===== config.mk =====
export PLATFORM = sky130hd
export DESIGN_NAME = slot_pool_alloc
export DESIGN_NICKNAME = d
export VERILOG_FILES = /design/src/rtl/slot_pool_pkg.sv /design/src/rtl/slot_used_bank.sv /design/src/rtl/slot_free_search.sv /design/src/rtl/slot_pool_alloc.sv
export SDC_FILE = /design/constraint.sdc
export NUM_CORES = 1
export LEC_CHECK = 0
export BUFFER_PORTS_ARGS = -buffer_cell sky130_fd_sc_hd__buf_2
export CAP_MARGIN = 40
export CORE_ASPECT_RATIO = 0.7
export CORE_MARGIN = 4
export CORE_UTILIZATION = 50
export CTS_BUF_LIST = sky130_fd_sc_hd__clkbuf_8
export DETAILED_ROUTE_END_ITERATION = 6
export PLACE_DENSITY = 0.67
export SYNTH_ARGS = -nofsm -noshare
export SYNTH_HDL_FRONTEND = slang
export SYNTH_SLANG_ARGS = --single-unit

===== constraint.sdc =====
create_clock -name clk -period 3.9 [get_ports clk]
set_input_delay 0.195 -clock clk [delete_from_list [all_inputs] [get_ports clk]]
set_output_delay 0.195 -clock clk [all_outputs]
set_load 0.01 [all_outputs]

===== src/rtl/slot_pool_pkg.sv =====
package slot_pool_pkg;

    // Requester class: selects where a free-slot search starts.
    typedef enum logic {
        REQ_RX = 1'b0,
        REQ_TX = 1'b1
    } req_class_e;

endpackage


===== src/rtl/slot_used_bank.sv =====
module slot_used_bank #(
    parameter int POOL = 16
) (
    input  logic            clk,
    input  logic            rst_n,
    input  logic [POOL-1:0] clr_mask,
    input  logic [POOL-1:0] set_mask,
    output logic [POOL-1:0] used
);

    // One flag per slot. A set wins over a clear, so a slot released and
    // re-granted in the same cycle ends the cycle used.
    for (genvar s = 0; s < POOL; s++) begin : g_slot
        always_ff @(posedge clk or negedge rst_n) begin
            if (!rst_n) begin
                used[s] <= 1'b0;
            end else if (set_mask[s]) begin
                used[s] <= 1'b1;
            end else if (clr_mask[s]) begin
                used[s] <= 1'b0;
            end
        end
    end

endmodule


===== src/rtl/slot_free_search.sv =====
module slot_free_search
    import slot_pool_pkg::*;
#(
    parameter int         POOL = 16,
    parameter req_class_e CLS  = REQ_RX,
    localparam int        IW   = $clog2(POOL)
) (
    input  logic            req,
    input  logic [POOL-1:0] avail,
    output logic            grant,
    output logic            fail,
    output logic [IW-1:0]   idx,
    output logic [POOL-1:0] onehot
);

    // The requester class decides the lowest index this search may return.
    localparam int LO = (CLS == REQ_TX) ? POOL / 4 : 0;

    logic          hit;
    logic [IW-1:0] sel;

    always_comb begin
        hit = 1'b0;
        sel = '0;
        // Walk downward so the last hit kept is the lowest index.
        for (int i = POOL - 1; i >= LO; i--) begin
            if (avail[i]) begin
                hit = 1'b1;
                sel = IW'(i);
            end
        end
    end

    always_comb begin
        grant  = req & hit;
        fail   = req & ~hit;
        idx    = grant ? sel : '0;
        onehot = grant ? (POOL'(1) << sel) : '0;
    end

endmodule


===== src/rtl/slot_pool_alloc.sv =====
module slot_pool_alloc
    import slot_pool_pkg::*;
#(
    parameter int  POOL = 16,
    localparam int IW   = $clog2(POOL)
) (
    input  logic          clk,
    input  logic          rst_n,
    input  logic          rx_req,
    input  logic          tx_req,
    input  logic          rel_valid,
    input  logic [IW-1:0] rel_idx,
    output logic          rx_grant,
    output logic          rx_fail,
    output logic [IW-1:0] rx_idx,
    output logic          tx_grant,
    output logic          tx_fail,
    output logic [IW-1:0] tx_idx
);

    logic [POOL-1:0] used_q;
    logic [POOL-1:0] rel_mask;
    logic [POOL-1:0] free_now;
    logic [POOL-1:0] tx_avail;
    logic [POOL-1:0] rx_oh;
    logic [POOL-1:0] tx_oh;

    // The release is applied first, so the freed slot joins this cycle's search.
    always_comb begin
        rel_mask = rel_valid ? (POOL'(1) << rel_idx) : '0;
        free_now = ~used_q | rel_mask;
        tx_avail = free_now & ~rx_oh;   // receive has priority
    end

    slot_free_search #(.POOL(POOL), .CLS(REQ_RX)) u_rx_search (
        .req    (rx_req),
        .avail  (free_now),
        .grant  (rx_grant),
        .fail   (rx_fail),
        .idx    (rx_idx),
        .onehot (rx_oh)
    );

    slot_free_search #(.POOL(POOL), .CLS(REQ_TX)) u_tx_search (
        .req    (tx_req),
        .avail  (tx_avail),
        .grant  (tx_grant),
        .fail   (tx_fail),
        .idx    (tx_idx),
        .onehot (tx_oh)
    );

    slot_used_bank #(.POOL(POOL)) u_bank (
        .clk      (clk),
        .rst_n    (rst_n),
        .clr_mask (rel_mask),
        .set_mask (rx_oh | tx_oh),
        .used     (used_q)
    );

endmodule


==> results.cfg <==
[status]
outcome = finished, final reports clean

[die]
dieHeight_um = 54.7
dieArea_um2 = 4090
ios = 21
rows = 16
start_util = 0.541
die_x_um = 74.7
design.core.area_um2 = 2880

[timing]
rsz0062_at_grt = no
tightest_slew_ps = 654
holdWs_ps = 205
final_hold_viol_count = 0
fmax_mhz = 290
fin_skew_ps = 4.02
period_share = 0.884
post-route-min-period_ps = 3450
fin_tns_setup_ps = 0
slew-limit-headroom = 0.560
slew_viol_final = 0
setup_viol = 0
worst_slack_ps = 450

[clock_network]
postCtsHoldBufs = 1
clock_path_buffers = 2
clock-root-buffer = clkbuf_8
post_cts_buffers = 0
clk_pin_slew_worst_paths_ps = 70
cts_resized = 0
clkLatencyLatePin_ps = 260
numCtsBuffers = 3
cts_tree = built
htreeDepth = 1
cts_sinks = 16

[routing]
wl_per_cell_um = 18.7
num_vias = 1733
via_per_inst = 6.67
drc = 0
drt_iter0_drc = 188
final_antenna_net_count = 0
dr.pass1.iters = 5
wl_mm = 4.86

[place]
dp_hpwl_mm = 3.82
post-place-ws_ps = 522
gp_congestion = 0.967
io_buffer_count = 20
dpl.cell_count = 255

[setup_path]
critPathMaxFanout = 9
rr_endpoint = u_bank.used[15]$_DFFE_PN0P_
cpMaxStageDelayCell = o21ai_0
r2r-start = u_bank.used[5]$_DFFE_PN0P_
r2r_setup_slack_ps = 790
worstSetupPathType = input port to output pin
critPathLaunch = rel_idx[3]
reg2reg_depth = 8
worstSetupStartpointType = input port
crit_path_end = tx_idx[0]
endpoint_kind = output pin
path_cells = buf_2 -> nand2b_1 -> o21ai_0 -> nand2b_1 -> o311ai_1 -> o21a_1 -> a41oi_1 -> nor2b_1 -> nand2_1 -> o21ai_1 -> nor2_1 -> buf_2
critical-path-max-stage-delay_ps = 580
arrival_ps = 3250
required_ps = 3700

[layout]
layout.area.seq_um2 = 400
instances_no_fill = 260
drive_gt1_frac = 0.156
multi_input_area_um2 = 1090
syn_to_final_growth_pct = 12.4
largest_reg_flops = 16
largestRegisters = u_bank.used: 16 flops
fin_nets = 234
regMostFlops = u_bank.used
nFillCells = 262
antenna_cells = 0

[min_path]
hold_depth = 2
min_path_type = input port to register

[yosys]
ys_async_sr_fraction = 1.00
synth_fp_nets = 210
synth_area_per_cell_um2 = 7.76
synth_ff_type = dfrtp_1
synthCells = 201
synthTopCellsByArea = dfrtp_1, o21ai_0, nand2_1
synth_edf_count = 0
seq_area_frac_synth = 0.257
synth_top_area_share = 0.257
synthDistinctLibCells = 55
synth_top_cell_by_area = dfrtp_1
ys_warn_count = 0
ys_seq_elements = 16
syn_area_um2 = 1560

[grt]
grt_use_total = 0.265
antenna_found_initial = 0
grt_pass1_vias = 1597
grt_max_degree = 17
grt_pass1_wl_mm = 7.95
grt_remaining_overflow = 0

[power]
irDropWorstVdd_v = 0.000423
power_mw = 1.51
p_per_area_nw_per_um2 = 859
power_leakage_nw = 0.716

[flow_run]
maxCapViolCount = 0
## cell families after synthesis
logic type,share of synthesized area
flip-flops,0.257
AO/OA/AOI/OAI,0.401
AND/OR/NAND/NOR,0.262
buffers and inverters,0.0465
multiplexers,0.0337
## metrics by stage
step                      cell area, µm²  utilization
after floorplan                     1560            -
after CTS                           1750        0.608
after global placement              1690        0.586
after detailed placement            1690        0.586
after global routing                1750        0.608
final                               1750        0.608
## cells in the final DEF, fill, tap and decap left out, types with 4 or more instances in the layout
| master | synthesis | routed |
|---|---|---|
| inv_1 | 11 | 11 |
| a21oi_1 | 14 | 14 |
| nand4_1 | 5 | 5 |
| o21ai_0 | 20 | 20 |
| dfrtp_1 | 16 | 16 |
| buf_2 | 1 | 20 |
| o21bai_1 | 4 | 4 |
| nand2_1 | 21 | 21 |
| o211ai_1 | 4 | 4 |
| o21a_1 | 8 | 8 |
| and3_1 | 4 | 4 |
| clkbuf_8 | 0 | 4 |
| nand2b_1 | 11 | 11 |
| nor2_1 | 15 | 15 |
| nand3_1 | 5 | 5 |
| o31ai_1 | 5 | 5 |
## cell usage after synthesis (4+ instances only)
master,number
nand2_1,21
o21ai_0,20
dfrtp_1,16
nor2_1,15
a21oi_1,14
inv_1,11
nand2b_1,11
o21a_1,8
nand3_1,5
nand4_1,5
o31ai_1,5
and3_1,4
o211ai_1,4
o21bai_1,4
## where the power goes
| part | internal, mW | total, mW | switching [mW] | leakage (nW) |
|---|---|---|---|---|
| clock | 0.0900 | 0.156 | 0.0664 | 0.0288 |
| sequential | 0.225 | 0.292 | 0.0671 | 0.166 |
| combinational | 0.393 | 1.06 | 0.665 | 0.522 |
| total | 0.707 | 1.51 | 0.798 | 0.716 |
## critical path, delay by kind of cell
kind | cells | cell delay [ps]
and+or+nand+nor | 5 | 1010
AOI/OAI and AO/OA | 5 | 1760
buffers and inverters | 2 | 280
## layout make-up
| cell class | instances | share of cell area |
|---|---|---|
| clock buffer | 4 | 0.0314 |
| multi-input combinational | 170 | 0.620 |
| timing repair buffer | 23 | 0.0714 |
| inverter | 11 | 0.0236 |
| tap | 36 | 0.0257 |
| sequential | 16 | 0.228 |
## layer usage
metal	share of wire	track usage
met5	0	0
met3	0.090	0.0587
met4	0.019	0.0917
met1	0.49	0.392
met2	0.40	0.375
## worst min path at each step
stage	start	to	slack, ps
after floorplan	rst_n	u_bank.used[0]$_DFFE_PN0P_	-100
after global placement	rst_n	u_bank.used[4]$_DFFE_PN0P_	130
after detailed placement	rst_n	u_bank.used[3]$_DFFE_PN0P_	140
after CTS	rx_req	u_bank.used[0]$_DFFE_PN0P_	200
after global routing	rx_req	u_bank.used[0]$_DFFE_PN0P_	230
final	rx_req	u_bank.used[0]$_DFFE_PN0P_	200
(Power assumes the default switching activity.)
